### src/rtl/cts_pkg.sv
package cts_pkg;
  typedef enum logic [2:0] {
    TS_RUN    = 3'd0,
    TS_IDLE   = 3'd1,
    TS_SQUASH = 3'd2,
    TS_TRAP   = 3'd3,
    TS_FTRAP  = 3'd4
  } thr_state_e;

  typedef enum logic [1:0] {
    POL_GREEDY = 2'd0,
    POL_ROTATE = 2'd1,
    POL_OLDEST = 2'd2,
    POL_SPARE  = 2'd3
  } pol_e;
endpackage

### src/rtl/cts_thread_qual.sv
module cts_thread_qual #(
  parameter int COMMIT_W = 4,
  localparam int CNT_W = $clog2(COMMIT_W + 1)
) (
  input  logic                active,
  input  logic [2:0]          state,
  input  logic [COMMIT_W-1:0] ready,
  input  logic [COMMIT_W-1:0] nonspec,
  output logic                elig,
  output logic [CNT_W-1:0]    count,
  output logic                ns_head
);
  import cts_pkg::*;

  always_comb begin
    logic run;
    count = '0;
    run   = 1'b1;
    if (nonspec[0]) begin
      count = CNT_W'(1);
    end else begin
      for (int i = 0; i < COMMIT_W; i++) begin
        if (run && ready[i] && !nonspec[i]) count = count + CNT_W'(1);
        else run = 1'b0;
      end
    end
  end

  assign elig    = active && (state == TS_RUN) && ready[0];
  assign ns_head = nonspec[0];
endmodule

### src/rtl/cts_rotate_arb.sv
module cts_rotate_arb #(
  parameter int NUM_THREADS = 4,
  localparam int TID_W = (NUM_THREADS > 1) ? $clog2(NUM_THREADS) : 1
) (
  input  logic                   clk,
  input  logic                   rst_n,
  input  logic [NUM_THREADS-1:0] elig,
  input  logic                   advance,
  output logic                   found,
  output logic [TID_W-1:0]       tid
);
  logic [TID_W-1:0] order_q [NUM_THREADS];
  int               pos;

  always_comb begin
    found = 1'b0;
    tid   = '0;
    pos   = 0;
    for (int p = 0; p < NUM_THREADS; p++) begin
      if (!found && elig[order_q[p]]) begin
        found = 1'b1;
        tid   = order_q[p];
        pos   = p;
      end
    end
  end

  always_ff @(posedge clk) begin
    if (!rst_n) begin
      for (int p = 0; p < NUM_THREADS; p++) order_q[p] <= TID_W'(p);
    end else if (advance && found) begin
      for (int p = 0; p < NUM_THREADS - 1; p++) begin
        if (p >= pos) order_q[p] <= order_q[p+1];
      end
      order_q[NUM_THREADS-1] <= tid;
    end
  end
endmodule

### src/rtl/cts_oldest_pick.sv
module cts_oldest_pick #(
  parameter int NUM_THREADS = 4,
  parameter int SEQ_W = 16,
  localparam int TID_W = (NUM_THREADS > 1) ? $clog2(NUM_THREADS) : 1
) (
  input  logic [NUM_THREADS-1:0]       elig,
  input  logic [NUM_THREADS*SEQ_W-1:0] seq,
  output logic [TID_W-1:0]             tid
);
  always_comb begin
    logic             have;
    logic [SEQ_W-1:0] best;
    have = 1'b0;
    best = '0;
    tid  = '0;
    for (int t = 0; t < NUM_THREADS; t++) begin
      if (elig[t] && (!have || seq[t*SEQ_W +: SEQ_W] < best)) begin
        have = 1'b1;
        best = seq[t*SEQ_W +: SEQ_W];
        tid  = TID_W'(t);
      end
    end
  end
endmodule

### src/rtl/cts_commit_select.sv
module cts_commit_select #(
  parameter int NUM_THREADS = 4,
  parameter int COMMIT_W = 4,
  parameter int SEQ_W = 16,
  localparam int TID_W = (NUM_THREADS > 1) ? $clog2(NUM_THREADS) : 1,
  localparam int CNT_W = $clog2(COMMIT_W + 1)
) (
  input  logic                          clk,
  input  logic                          rst_n,
  input  logic [1:0]                    policy,
  input  logic [NUM_THREADS-1:0]        thr_active,
  input  logic [3*NUM_THREADS-1:0]      thr_state,
  input  logic [NUM_THREADS*COMMIT_W-1:0] head_ready,
  input  logic [NUM_THREADS*COMMIT_W-1:0] head_nonspec,
  input  logic [NUM_THREADS*SEQ_W-1:0]  head_seq,
  output logic                          sel_valid,
  input  logic                          sel_ready,
  output logic [TID_W-1:0]              sel_tid,
  output logic [CNT_W-1:0]              sel_count,
  output logic                          sel_nonspec
);
  import cts_pkg::*;

  logic [NUM_THREADS-1:0] elig;
  logic [NUM_THREADS-1:0] ns_head;
  logic [CNT_W-1:0]       cnt [NUM_THREADS];

  for (genvar t = 0; t < NUM_THREADS; t++) begin : g_qual
    cts_thread_qual #(.COMMIT_W(COMMIT_W)) u_qual (
      .active  (thr_active[t]),
      .state   (thr_state[3*t +: 3]),
      .ready   (head_ready[t*COMMIT_W +: COMMIT_W]),
      .nonspec (head_nonspec[t*COMMIT_W +: COMMIT_W]),
      .elig    (elig[t]),
      .count   (cnt[t]),
      .ns_head (ns_head[t])
    );
  end

  logic [TID_W-1:0] greedy_tid;
  always_comb begin
    greedy_tid = '0;
    for (int t = NUM_THREADS - 1; t >= 0; t--) begin
      if (elig[t]) greedy_tid = TID_W'(t);
    end
  end

  logic             rot_found;
  logic [TID_W-1:0] rot_tid;
  logic             rot_adv;
  assign rot_adv = (pol_e'(policy) == POL_ROTATE) && sel_valid && sel_ready;

  cts_rotate_arb #(.NUM_THREADS(NUM_THREADS)) u_rot (
    .clk     (clk),
    .rst_n   (rst_n),
    .elig    (elig),
    .advance (rot_adv),
    .found   (rot_found),
    .tid     (rot_tid)
  );

  logic [TID_W-1:0] old_tid;
  cts_oldest_pick #(.NUM_THREADS(NUM_THREADS), .SEQ_W(SEQ_W)) u_old (
    .elig (elig),
    .seq  (head_seq),
    .tid  (old_tid)
  );

  always_comb begin
    case (pol_e'(policy))
      POL_ROTATE: sel_tid = rot_tid;
      POL_OLDEST: sel_tid = old_tid;
      default:    sel_tid = greedy_tid;
    endcase
  end

  assign sel_valid   = |elig;
  assign sel_count   = sel_valid ? cnt[sel_tid] : '0;
  assign sel_nonspec = sel_valid && ns_head[sel_tid];
endmodule

### config.mk
export PLATFORM = sky130hd
export DESIGN_NAME = cts_commit_select
export DESIGN_NICKNAME = d
export VERILOG_FILES = /design/src/rtl/cts_pkg.sv /design/src/rtl/cts_thread_qual.sv /design/src/rtl/cts_rotate_arb.sv /design/src/rtl/cts_oldest_pick.sv /design/src/rtl/cts_commit_select.sv
export SDC_FILE = /design/constraint.sdc
export NUM_CORES = 1
export LEC_CHECK = 0
export ABC_CLOCK_PERIOD_IN_PS = 11100
export BUFFER_PORTS_ARGS = -buffer_cell sky130_fd_sc_hd__buf_4
export CORE_ASPECT_RATIO = 1.25
export CORE_MARGIN = 1
export CORE_UTILIZATION = 45
export DETAILED_ROUTE_END_ITERATION = 12
export MAX_ROUTING_LAYER = met4
export PLACE_DENSITY = 0.76
export SLEW_MARGIN = 5
export SYNTH_ARGS = -nofsm -noshare
export SYNTH_HDL_FRONTEND = slang
export SYNTH_SLANG_ARGS = --single-unit
### constraint.sdc
create_clock -name clk -period 11.1 [get_ports clk]
set_clock_uncertainty 0.05 [all_clocks]
set_input_delay 2.22 -clock clk [delete_from_list [all_inputs] [get_ports clk]]
set_output_delay 2.22 -clock clk [all_outputs]
set_load 0.01 [all_outputs]
== Word-level counts from Yosys, hierarchy flattened ==
Memory sizes are Yosys's and may differ from the RTL's.
Index checks and enable logic that the tools add are counted.

* Register bits: 0
* Memory bits (writable): 8
* Output and inout port bits: 7
* Memories: 1

{| class="wikitable"
|+ Memory list
! name !! depth !! bits a word !! read ports !! clocked after memory_dff !! write ports !! line !! RTL
|-
| u_rot.order_q || 4 || 2 || 4 || 0 || 4 || cts_rotate_arb.sv:12 || <nowiki>logic [TID_W-1:0] order_q [NUM_THREADS];</nowiki>
|}

* Add/subtract/negate cells: 12
* Magnitude comparators: 12
* Eq/ne operators: 2
* Muxes and demuxes: 115
* Bitwise operators: 5
* Reductions and logical operators: 76

{| class="wikitable"
|+ Operators with widths
! cell !! number
|-
| 2-to-1 mux 3 bit || 31
|-
| 2-to-1 mux 1 bit || 58
|-
| less-than comparator 16 bit || 3
|-
| 2-to-1 mux 16 bit || 3
|-
| logical AND 1 bit || 46
|-
| adder 3 x 1 -> 3 bit (second input constant) || 12
|-
| 2-to-1 mux 2 bit || 16
|-
| logical NOT 1 bit || 22
|-
| less-than comparator 2 x 3 -> 1 bit (second input constant) || 5
|-
| logical NOT 3 bit || 4
|-
| binary-select mux 1 bit (select 2 bit) || 5
|-
| binary-select mux 3 bit (select 2 bit) || 1
|-
| greater-or-equal comparator 1 x 2 -> 1 bit (first input constant) || 2
|-
| bitwise OR 1 bit || 4
|-
| one-hot mux 2 bit (2 select lines) || 1
|-
| OR reduction 4 bit || 1
|-
| greater-or-equal comparator 3 bit (second input constant) || 1
|-
| logical OR 1 bit || 3
|-
| NOT 2 -> 3 bit || 1
|-
| equality test 2 x 1 -> 1 bit (second input constant) || 1
|-
| equality test 2 bit (second input constant) || 1
|-
| greater-or-equal comparator 2 bit (first input constant) || 1
|}

== Longest topological paths before layout ==
Gate-level depths: netlist (run 1).

* Word-level depth: 22
* Gate-level depth with buffers: 37

== Modules after synthesis ==
Synthesis (run 1) repeated with hierarchy kept, for this count alone.

* Cell total of the unflattened synthesis: 390
* Area total of the unflattened synthesis: 3195.6 sq um

{| class="wikitable"
|+ Modules (own cells, without submodules)
! module !! instances !! cells each !! area an instance (sq um) !! sequential area each (sq um)
|-
| cts_oldest_pick || 1 || 214 || 1645.3 || 0.0
|-
| cts_thread_qual || 4 || 22 || 175.2 || 0.0
|-
| cts_rotate_arb || 1 || 56 || 610.6 || 240.2
|-
| cts_commit_select || 1 || 32 || 239.0 || 0.0
|}

== Least setup slack after synthesis (run 1) ==
Ideal clock, no wire load.

* Kind: input port to output port
* Start: input port thr_state[1]
* End: output port sel_count[0]
* Arrival time: 9.245 ns
* Required time: 8.830 ns
* Path slack: -0.415 ns
* Stages on the path: 32
* Buffers on the path: 6
* Cells stage by stage: nor3b_2 -> and2_1 -> clkbuf_1 -> clkbuf_1 -> buf_1 -> nand2_1 -> ha_1 -> nand4_1 -> o221a_2 -> a21o_1 -> a22oi_1 -> clkbuf_1 -> clkbuf_1 -> a31oi_1 -> ha_1 -> nand4_1 -> a21oi_1 -> nor4_4 -> o2bb2ai_1 -> a22oi_1 -> o21a_1 -> clkbuf_1 -> nand2_1 -> o21ai_0 -> ha_1 -> a21oi_1 -> nor2_1 -> a211oi_1 -> o211ai_1 -> or4b_2 -> o31ai_4 -> mux2_2

* Word-level cells in the longest chain between the ends: 22
* Elaborated cells between the ends (all ways): 53
* Those cells by class: order compare (3); mux (30); bitwise (1); reduce/logical (19)

{| class="wikitable"
|+ Ends and longest elaborated chain
! what !! line !! RTL
|-
| start, declared || cts_commit_select.sv:12 || <nowiki>input logic [3*NUM_THREADS-1:0] thr_state,</nowiki>
|-
| logical NOT 3 bit (*) || cts_thread_qual.sv:29 || <nowiki>assign elig = active && (state == TS_RUN) && ready[0];</nowiki>
|-
| logical AND 1 bit (*) (2 in a row) || cts_thread_qual.sv:29 ||
|-
| 2-to-1 mux 16 bit or 2-to-1 mux 1 bit (tied branches) || cts_oldest_pick.sv:17 || <nowiki>if (elig[t] && (!have || seq[t*SEQ_W +: SEQ_W] < best)) begin</nowiki>
|-
| less-than comparator 16 bit or logical NOT 1 bit (tied branches) || cts_oldest_pick.sv:17 ||
|-
| logical OR 1 bit || cts_oldest_pick.sv:17 ||
|-
| logical AND 1 bit || cts_oldest_pick.sv:17 ||
|-
| 2-to-1 mux 16 bit or 2-to-1 mux 1 bit (tied branches) || cts_oldest_pick.sv:17 ||
|-
| less-than comparator 16 bit or logical NOT 1 bit (tied branches) || cts_oldest_pick.sv:17 ||
|-
| [5 not listed] || -- ||
|-
| logical AND 1 bit || cts_oldest_pick.sv:17 ||
|-
| 2-to-1 mux 2 bit || cts_oldest_pick.sv:17 ||
|-
| one-hot mux 2 bit (2 select lines) (*) || cts_commit_select.sv:70 || <nowiki>case (pol_e'(policy))</nowiki>
|-
| named net sel_tid[1] || cts_commit_select.sv:18 || <nowiki>output logic [TID_W-1:0] sel_tid,</nowiki>
|-
| NOT 2 -> 3 bit (not written as such) (*) || cts_commit_select.sv:78 || <nowiki>assign sel_count = sel_valid ? cnt[sel_tid] : '0;</nowiki>
|-
| binary-select mux 3 bit (select 2 bit) (*) || cts_commit_select.sv:78 ||
|-
| 2-to-1 mux 3 bit (not written as such) (*) (2 in a row) || cts_commit_select.sv:78 ||
|-
| 2-to-1 mux 3 bit (*) || cts_commit_select.sv:78 ||
|-
| end, declared || cts_commit_select.sv:19 || <nowiki>output logic [CNT_W-1:0] sel_count,</nowiki>
|}

The timed path passes the listed nets; every way through them passes the cells marked *. The select of a mux whose other input is x is not followed.

== Worst setup path in the final report (run 1) ==
* Start: input port thr_state[0]
* End: output port sel_count[0]

* Word-level cells in the longest chain between the ends: 22
* Elaborated cells between the ends (all ways): 53
* Those cells by class: order compare (3); mux (30); bitwise (1); reduce/logical (19)

{| class="wikitable"
|+ Ends and longest elaborated chain
! what !! line
|-
| logical NOT 3 bit (*) || cts_thread_qual.sv:29
|-
| logical AND 1 bit (*) (2 in a row) || cts_thread_qual.sv:29
|-
| 2-to-1 mux 16 bit or 2-to-1 mux 1 bit (tied branches) || cts_oldest_pick.sv:17
|-
| less-than comparator 16 bit or logical NOT 1 bit (tied branches) || cts_oldest_pick.sv:17
|-
| logical OR 1 bit || cts_oldest_pick.sv:17
|-
| logical AND 1 bit || cts_oldest_pick.sv:17
|-
| 2-to-1 mux 16 bit or 2-to-1 mux 1 bit (tied branches) || cts_oldest_pick.sv:17
|-
| less-than comparator 16 bit or logical NOT 1 bit (tied branches) || cts_oldest_pick.sv:17
|-
| [4 not listed] || --
|-
| logical OR 1 bit || cts_oldest_pick.sv:17
|-
| logical AND 1 bit || cts_oldest_pick.sv:17
|-
| 2-to-1 mux 2 bit || cts_oldest_pick.sv:17
|-
| one-hot mux 2 bit (2 select lines) || cts_commit_select.sv:70
|-
| NOT 2 -> 3 bit (not written as such) || cts_commit_select.sv:78
|-
| binary-select mux 3 bit (select 2 bit) || cts_commit_select.sv:78
|-
| 2-to-1 mux 3 bit (not written as such) (2 in a row) || cts_commit_select.sv:78
|-
| 2-to-1 mux 3 bit (*) || cts_commit_select.sv:78
|}

Mark *: on every way between the ends. The rest lies on a longest branch, timed or not. The select of a mux whose other input is x is not followed.

==> impl_table.tex, run 1 <==
\begin{tabular}{lr}
\hline
Metric & Value \\
\hline
\multicolumn{2}{l}{\textbf{Die}} \\
Width of the die & 77.89 um \\
Y dimension of the die & a little under 100 um \\
Num rows & 34 \\
Floorplan die area & 7544 um2 \\
Core Region & 6977 um2 \\
Number of primary I/O pins & about 120 \\
Effective utilization at floorplan & between 40\% and 50\% \\
\multicolumn{2}{l}{\textbf{Setup path}} \\
Launching element type of the critical path & primary input \\
Data required time of the critical path & roughly 8800 ps \\
Worst reg2reg path endpoint & u\_rot.order\_q[2][0]\$\_SDFFCE\_PN0P\_ \\
Critical path type & in -> out \\
Maximum fanout encountered on the critical timing path & 12 \\
Most used cell along the critical path & sky130\_fd\_sc\_hd\_\_a21o\_1 \\
Reg2Reg Launch Point & u\_rot.order\_q[1][1]\$\_SDFFCE\_PN0P\_ \\
Largest incremental delay on the critical path & 330 ps \\
Data arrival time of the worst path & roughly 8700 ps \\
Worst reg-to-reg setup slack & 9090 ps \\
Endpoint of the worst setup timing path & sel\_count[0] \\
Setup crit end kind & output port \\
Critical path launch point & thr\_state[0] \\
Logic depth of the worst register-to-register path & 4 \\
Cell type of the slowest stage on the worst timing path & sky130\_fd\_sc\_hd\_\_or3\_4 \\
\multicolumn{2}{l}{\textbf{Synth}} \\
Average cell area after synthesis & 7.516 um2 \\
Sequential-to-total area share from yosys stat & 7.416\% \\
Predominant post-synthesis flop cell & sky130\_fd\_sc\_hd\_\_edfxtp\_1 \\
Net count of the mapped netlist & 603 \\
Cell Area, Synth & between 3000 and 4000 um2 \\
Synth Register Bits & 8 \\
Share of synthesized registers carrying an async set or reset & 0\% \\
Unique cell type count in the Yosys netlist & 68 \\
Number of cells produced by synthesis & between 400 and 500 \\
Number of synthesized flops with an enable pin & 8 \\
Yosys warning count & 0 \\
\multicolumn{2}{l}{\textbf{Layout}} \\
Final nets & around 750 \\
Fill cell total of the finished layout & 600 \\
Share of post-route cells with drive strength above 1 & 37.39\% \\
Max FFs per register & 8 \\
Number of diodes & 0 \\
Count of placed standard cells in the final layout, fillers left out & 665 \\
Area of combinational cells with multiple inputs & 3139 um2 \\
Area used by sequential logic in the layout & 240.2 um2 \\
Biggest register & u\_rot.order\_q \\
Most frequent cells in the layout & sky130\_fd\_sc\_hd\_\_buf\_4 (143), sky130\_fd\_sc\_hd\_\_ha\_1 (45), sky130\_fd\_sc\_hd\_\_nand2\_1 (43) \\
Leading registers by flop count & u\_rot.order\_q x8 \\
Most common cell after layout, fill and taps aside & sky130\_fd\_sc\_hd\_\_buf\_4 \\
Area added between synthesis and finish & 47.66\% \\
\multicolumn{2}{l}{\textbf{Route}} \\
Post-DRT Antenna Nets & 0 \\
Via count & 4017 \\
Average routed wire per standard cell & approximately 16 um \\
Total wire length & between 10 and 15 mm \\
Iteration count of the initial detailed-routing pass & 5 \\
Iter 0 DRT Violations & 247 \\
DRC violations left & 0 \\
Vias per Instance & 6.041 \\
\multicolumn{2}{l}{\textbf{Placed design}} \\
Half-perimeter wire length of the detailed placement result & 8.213 mm \\
Dpl cells & between 600 and 700 \\
Last weighted congestion value of the routability-driven placer & 0.8816 \\
Port-buffer cells & 123 \\
\multicolumn{2}{l}{\textbf{Timing}} \\
Highest clock rate & 91.11 MHz \\
Accumulated negative setup slack & 0 ps \\
Minimum period implied by the final worst setup slack & around 11000 ps \\
Endpoints failing setup & 0 \\
Total count of max-transition violations in the final report & 0 \\
Tightest slew margin relative to the limit & 68.86\% \\
Number of failing hold endpoints at the final stage & 0 \\
Worst-Margin Slew & roughly 460 ps \\
Fraction of the cycle the final worst path needs & 98.88\% \\
\multicolumn{2}{l}{\textbf{Power}} \\
P\_leak & 2.147 nW \\
Power density over the cells & 42.43 nW/um2 \\
Peak VDD IR & 0.00002540 V \\
\multicolumn{2}{l}{\textbf{Clock network}} \\
Clock latency at the later pin of the worst-skew pair & approximately 230 ps \\
Count of clock tree sinks & 8 \\
TritonCTS clock tree & yes \\
Clock root buffer & sky130\_fd\_sc\_hd\_\_clkbuf\_8 \\
H-tree Lvls & 1 \\
Clock slew at the register clock pins of the worst setup and hold paths & 50 ps \\
Number of buffers inserted during clock tree synthesis & 3 \\
Max clock buf depth & 2 \\
\multicolumn{2}{l}{\textbf{Outcome}} \\
Result of the run & finished, final reports clean \\
\multicolumn{2}{l}{\textbf{Global routing}} \\
Residual overflow from global routing & 0 \\
Vias in the first global route & 3658 \\
Wire length of the first global-routing pass & 15.64 mm \\
Antenna violations before repair & 0 \\
GRT Overall Usage & 25.63\% \\
Pin count of the biggest net entering global routing & 33 \\
\multicolumn{2}{l}{\textbf{Worst hold path}} \\
Tightest Hold Check Type & reg -> reg \\
Worst hold path startpoint & u\_rot.order\_q[2][0]\$\_SDFFCE\_PN0P\_ \\
\multicolumn{2}{l}{\textbf{Job}} \\
Count of maximum capacitance violations & 0 \\
\hline
\end{tabular}
## worst min-delay path by stage
stage | end | slack, ps | cells after the start
2_1_floorplan | u_rot.order_q[1][0]$_SDFFCE_PN1P_ | 520 | 2
3_3_place_gp | u_rot.order_q[1][0]$_SDFFCE_PN1P_ | 580 | 2
3_5_place_dp | u_rot.order_q[1][0]$_SDFFCE_PN1P_ | 570 | 2
4_1_cts | u_rot.order_q[1][0]$_SDFFCE_PN1P_ | 580 | 2
5_1_grt | u_rot.order_q[1][0]$_SDFFCE_PN1P_ | 630 | 2
6_report | u_rot.order_q[1][0]$_SDFFCE_PN1P_ | 570 | 2
## per-layer routing
layer,vias up,share of wire (%),global-route usage (%)
met2,193,53,46.90
met5,-,0,-
met1,1858,38,29.71
met4,0,2.7,6.531
met3,33,6.1,1.887
li1,1933,-,-
## critical path: cells and delay by family
kind / cells / cell delay (ps)
buf+inv: 10 / 1320
mux: 2 / 330
simple gates: 8 / 1340
compound gates: 17 / 2700
fa+ha+maj: 3 / 760
## area by class of cell
| cell class | instances | area share (%) |
|---|---|---|
| clock buffer | 3 | 0.8632 |
| timing repair buffer | 153 | 25.43 |
| multi-input combinational | 402 | 65.63 |
| tap | 90 | 2.354 |
| inverter | 9 | 0.7063 |
| sequential | 8 | 5.022 |
## per-stage QoR
step / area [um2] / total power, W / setup slack, ps / util [%] / hold WS [ps]
floorplan: 3244 / 0.00009675 / 3.824 / - / 518.0
finish: 4783 / 0.0002030 / 124.2 / 68.56 / 574.2
detailed placement: 4315 / 0.0001524 / -54.82 / 61.85 / 573.4
global route: 4783 / 0.0002174 / -120.1 / 68.56 / 629.7
CTS: 4377 / 0.0001894 / 11.09 / 62.73 / 577.4
global placement: 4315 / 0.0001491 / 79.58 / 61.85 / 579.3
## repair_timing
action / in CTS / in global routing
pin swaps: 1 / 22
setup buffers: 1 / 15
hold buffers: 0 / 0
setup endpoints to repair: 4 / 6
cloned: 0 / 4
resized for setup: 2 / 53
## cells in the mapped netlist (3+ instances only)
library cell               count  area, um2
sky130_fd_sc_hd__nand3b_1      7      52.55
sky130_fd_sc_hd__nand2_1      51      191.4
sky130_fd_sc_hd__xor2_1        8      70.07
sky130_fd_sc_hd__o21ai_0      34      170.2
sky130_fd_sc_hd__clkbuf_1     10      37.54
sky130_fd_sc_hd__inv_1         9      33.78
sky130_fd_sc_hd__nor3_1       12      60.06
sky130_fd_sc_hd__a21oi_1      21      105.1
sky130_fd_sc_hd__nor2_1       32      120.1
sky130_fd_sc_hd__mux2i_1      13      130.1
sky130_fd_sc_hd__nor4_1        3      18.77
sky130_fd_sc_hd__nand3_1      15      75.07
sky130_fd_sc_hd__nor2b_1      27      168.9
sky130_fd_sc_hd__ha_1         55      688.2
sky130_fd_sc_hd__o21a_1        6      45.04
sky130_fd_sc_hd__nand4_1      10      62.56
sky130_fd_sc_hd__and3b_1       5      43.79
sky130_fd_sc_hd__o211ai_1      5      37.54
sky130_fd_sc_hd__and3_1        5      31.28
sky130_fd_sc_hd__edfxtp_1      8      240.2
sky130_fd_sc_hd__a211oi_1      4      30.03
sky130_fd_sc_hd__xnor2_1       4      35.03
sky130_fd_sc_hd__a31oi_1      16      100.1
sky130_fd_sc_hd__or3_1         4      25.02
sky130_fd_sc_hd__a21o_1        7      52.55
sky130_fd_sc_hd__a32oi_1       3      26.28
sky130_fd_sc_hd__nand2b_1      7      43.79
## kinds of logic (layout without fill, tap and decap cells)
group / after synthesis / in the layout / share of synthesized area [%]
mux: 18 / 18 / 6.914
xor+xnor: 12 / 12 / 3.244
simple gates: 198 / 198 / 33.87
buf+inv: 21 / 165 / 2.665
fa+ha+maj: 55 / 55 / 21.24
compound gates: 119 / 119 / 24.64
flops: 8 / 8 / 7.416
## power by group
group	switching, W	internal (W)	leakage (nW)	total, W
registers	0.000000640	0.0000338	0.0685	0.0000345
clock network	0.0000125	0.0000236	0.0216	0.0000361
logic	0.0000620	0.0000704	2.06	0.000132
total	0.0000751	0.000128	2.15	0.000203
No activity file was read; power rests on OpenSTA's default activity.
==> run 2, diff against run 1 <==
--- a/config.mk
+++ b/config.mk
@@ -12,7 +12,7 @@
 export CORE_UTILIZATION = 45
 export DETAILED_ROUTE_END_ITERATION = 12
 export MAX_ROUTING_LAYER = met4
-export PLACE_DENSITY = 0.76
+export PLACE_DENSITY = 0.86
 export SLEW_MARGIN = 5
 export SYNTH_ARGS = -nofsm -noshare
 export SYNTH_HDL_FRONTEND = slang
==> impl_table.tex, run 2 (same netlist as run 1, synthesis figures left out) <==
\begin{tabular}{lr}
\hline
Metric & Value \\
\hline
\multicolumn{2}{l}{\textbf{Layout}} \\
Post-route design area & 4881 um2 (+2.0\%) \\
Area used by sequential logic in the layout & 240.2 um2 (unchanged) \\
Most common cell after layout, fill and taps aside & sky130\_fd\_sc\_hd\_\_buf\_4 \\
Final nets & 744 (-0.67\%) \\
Most frequent cells in the layout & sky130\_fd\_sc\_hd\_\_buf\_4 (135), sky130\_fd\_sc\_hd\_\_ha\_1 (46), sky130\_fd\_sc\_hd\_\_nand2\_1 (39) \\
Leading registers by flop count & u\_rot.order\_q x8 \\
Number of diodes & 0 (unchanged) \\
Area added between synthesis and finish & 50.68\% \\
Max FFs per register & 8 (unchanged) \\
Fill cell total of the finished layout & 545 (-9.2\%) \\
Count of placed standard cells in the final layout, fillers left out & 660 (-0.75\%) \\
Biggest register & u\_rot.order\_q \\
Area of combinational cells with multiple inputs & 3223 um2 (+2.7\%) \\
Share of post-route cells with drive strength above 1 & 38.25\% (+0.85 points) \\
\multicolumn{2}{l}{\textbf{Route}} \\
Post-DRT Antenna Nets & 0 (unchanged) \\
Vias per Instance & 6.082 (+0.68\%) \\
Average routed wire per standard cell & 17.24 um (+6.3\%) \\
DRC violations left & 0 (unchanged) \\
Iteration count of the initial detailed-routing pass & 4 (-1) \\
Via count & 4014 (-0.075\%) \\
Total wire length & 11.38 mm (+5.5\%) \\
Iter 0 DRT Violations & 283 (+15\%) \\
\multicolumn{2}{l}{\textbf{Setup path}} \\
Data required time of the critical path & 8830 ps (about the same) \\
Data arrival time of the worst path & 8770 ps (+60 ps) \\
Setup crit end kind & output port \\
Cell type of the slowest stage on the worst timing path & sky130\_fd\_sc\_hd\_\_nor4\_2 \\
Launching element type of the critical path & primary input \\
Logic depth of the worst register-to-register path & 4 (unchanged) \\
Largest incremental delay on the critical path & 390 ps (+60 ps) \\
Critical path type & in -> out \\
Maximum fanout encountered on the critical timing path & 8 (-4) \\
\multicolumn{2}{l}{\textbf{Global routing}} \\
Wire length of the first global-routing pass & 16.23 mm (+3.7\%) \\
Vias in the first global route & 3844 (+5.1\%) \\
GRT Overall Usage & 26.54\% (+0.91 points) \\
Antenna violations before repair & 0 (unchanged) \\
Residual overflow from global routing & 0 (unchanged) \\
Pin count of the biggest net entering global routing & 33 (unchanged) \\
\multicolumn{2}{l}{\textbf{Placed design}} \\
Last weighted congestion value of the routability-driven placer & 0.9737 (+10\%) \\
Port-buffer cells & 123 (unchanged) \\
Standard cell area after detailed placement & 4328 um2 (+0.29\%) \\
Dpl cells & 642 (unchanged) \\
Half-perimeter wire length of the detailed placement result & 8.290 mm (+0.93\%) \\
\multicolumn{2}{l}{\textbf{Die}} \\
Width of the die & 77.89 um (unchanged) \\
Number of primary I/O pins & 124 (unchanged) \\
Effective utilization at floorplan & 46.43\% (unchanged) \\
Floorplan die area & 7544 um2 (unchanged) \\
Num rows & 34 (unchanged) \\
Core Region & 6977 um2 (unchanged) \\
Y dimension of the die & 96.86 um (unchanged) \\
\multicolumn{2}{l}{\textbf{Worst hold path}} \\
Worst hold path cell count & 2 (unchanged) \\
Tightest Hold Check Type & reg -> reg \\
\multicolumn{2}{l}{\textbf{Clock network}} \\
Count of clock tree sinks & 8 (unchanged) \\
TritonCTS clock tree & yes \\
Clock root buffer & sky130\_fd\_sc\_hd\_\_clkbuf\_8 \\
Clock latency at the later pin of the worst-skew pair & 230 ps (about the same) \\
Number of buffers inserted during clock tree synthesis & 3 (unchanged) \\
Clock slew at the register clock pins of the worst setup and hold paths & 40 ps (about the same) \\
Max clock buf depth & 2 (unchanged) \\
Number of hold-repair buffers added at the cts stage & 0 (unchanged) \\
H-tree Lvls & 1 (unchanged) \\
\multicolumn{2}{l}{\textbf{Power}} \\
Total chip power & 0.0002103 W (+3.6\%) \\
Peak VDD IR & 0.00002953 V (+16\%) \\
Power density over the cells & 43.09 nW/um2 (+1.5\%) \\
P\_leak & 2.223 nW (+3.6\%) \\
\multicolumn{2}{l}{\textbf{Outcome}} \\
Result of the run & finished, final reports clean \\
\multicolumn{2}{l}{\textbf{Timing}} \\
RSZ-0062 raised after global routing & true \\
Minimum period implied by the final worst setup slack & 11040 ps (+67.07 ps) \\
Endpoints failing setup & 0 (unchanged) \\
Fraction of the cycle the final worst path needs & 99.49\% (+0.60 points) \\
Total count of max-transition violations in the final report & 0 (unchanged) \\
Worst-Margin Slew & 478.1 ps (+22.80 ps) \\
Number of failing hold endpoints at the final stage & 0 (unchanged) \\
Tightest slew margin relative to the limit & 67.83\% (-1.0 points) \\
Worst hold-check slack & 591.3 ps (+17.04 ps) \\
Highest clock rate & 90.56 MHz (-0.61\%) \\
\multicolumn{2}{l}{\textbf{Job}} \\
Count of maximum capacitance violations & 0 (unchanged) \\
\hline
\end{tabular}
## run 2: changes by cell type in the layout (fill, tap and decap cells not counted), sizes merged
cell    delta
buf        -7
clkbuf     +2
## run 2: routing by layer
metal,routed length [um],global-route usage (%),vias up
met4,588,8.999,0
met2,5876,48.81,214
met3,710,2.830,59
met1,4204,29.14,1816
met5,0,-,-
li1,-,-,1925
## run 2: final timing paths
| path | startpoint | to | slack [ps] |
|---|---|---|---|
| worst min-delay path | u_rot.order_q[2][0]$_SDFFCE_PN0P_ | u_rot.order_q[1][0]$_SDFFCE_PN1P_ | 590 |
| worst max-delay path | thr_state[0] | sel_count[1] | 60 |
| worst min register to register | u_rot.order_q[2][0]$_SDFFCE_PN0P_ | u_rot.order_q[1][0]$_SDFFCE_PN1P_ | 590 |
| worst max register to register | u_rot.order_q[0][1]$_SDFFCE_PN0P_ | u_rot.order_q[2][1]$_SDFFCE_PN1P_ | 9110 |
## run 2: final cells by class
class                      count  share of cell area, %
tap                           90                  2.307
sequential                     8                  4.922
multi-input combinational    402                  66.03
timing repair buffer         148                  25.20
inverter                       9                 0.6921
clock buffer                   3                 0.8459
## run 2: stage by stage
| stage | setup TNS [ps] | util (%) | setup WS [ps] |
|---|---|---|---|
| after global routing | -760.8 | 69.96 | -207.3 |
| after global placement | 0 | 62.03 | 87.26 |
| final | 0 | 69.96 | 57.09 |
| after detailed placement | -425.9 | 62.03 | -142.4 |
| after floorplan | 0 | - | 3.824 |
| after CTS | 0 | 63.04 | 2.790 |
## run 2: worst max-delay path, delay by kind of cell
family                   cells  cell delay [ps]
buffers and inverters        6              890
AND/OR/NAND/NOR             10             1980
adder cells (fa/ha/maj)      3              900
AO/OA/AOI/OAI               13             2430
multiplexers                 1              330
## run 2: what timing repair did
action	in CTS	in global routing
setup buffers	0	10
gates cloned	0	5
resized for setup	6	67
pin swaps	1	44
setup endpoints to repair	4	6
## run 2: power breakdown
group / switching, W / internal (W) / leakage [nW]
clock network: 0.0000114 / 0.0000235 / 0.0216
registers: 0.000000704 / 0.0000339 / 0.0685
logic: 0.0000658 / 0.0000751 / 2.13
total: 0.0000778 / 0.000132 / 2.22
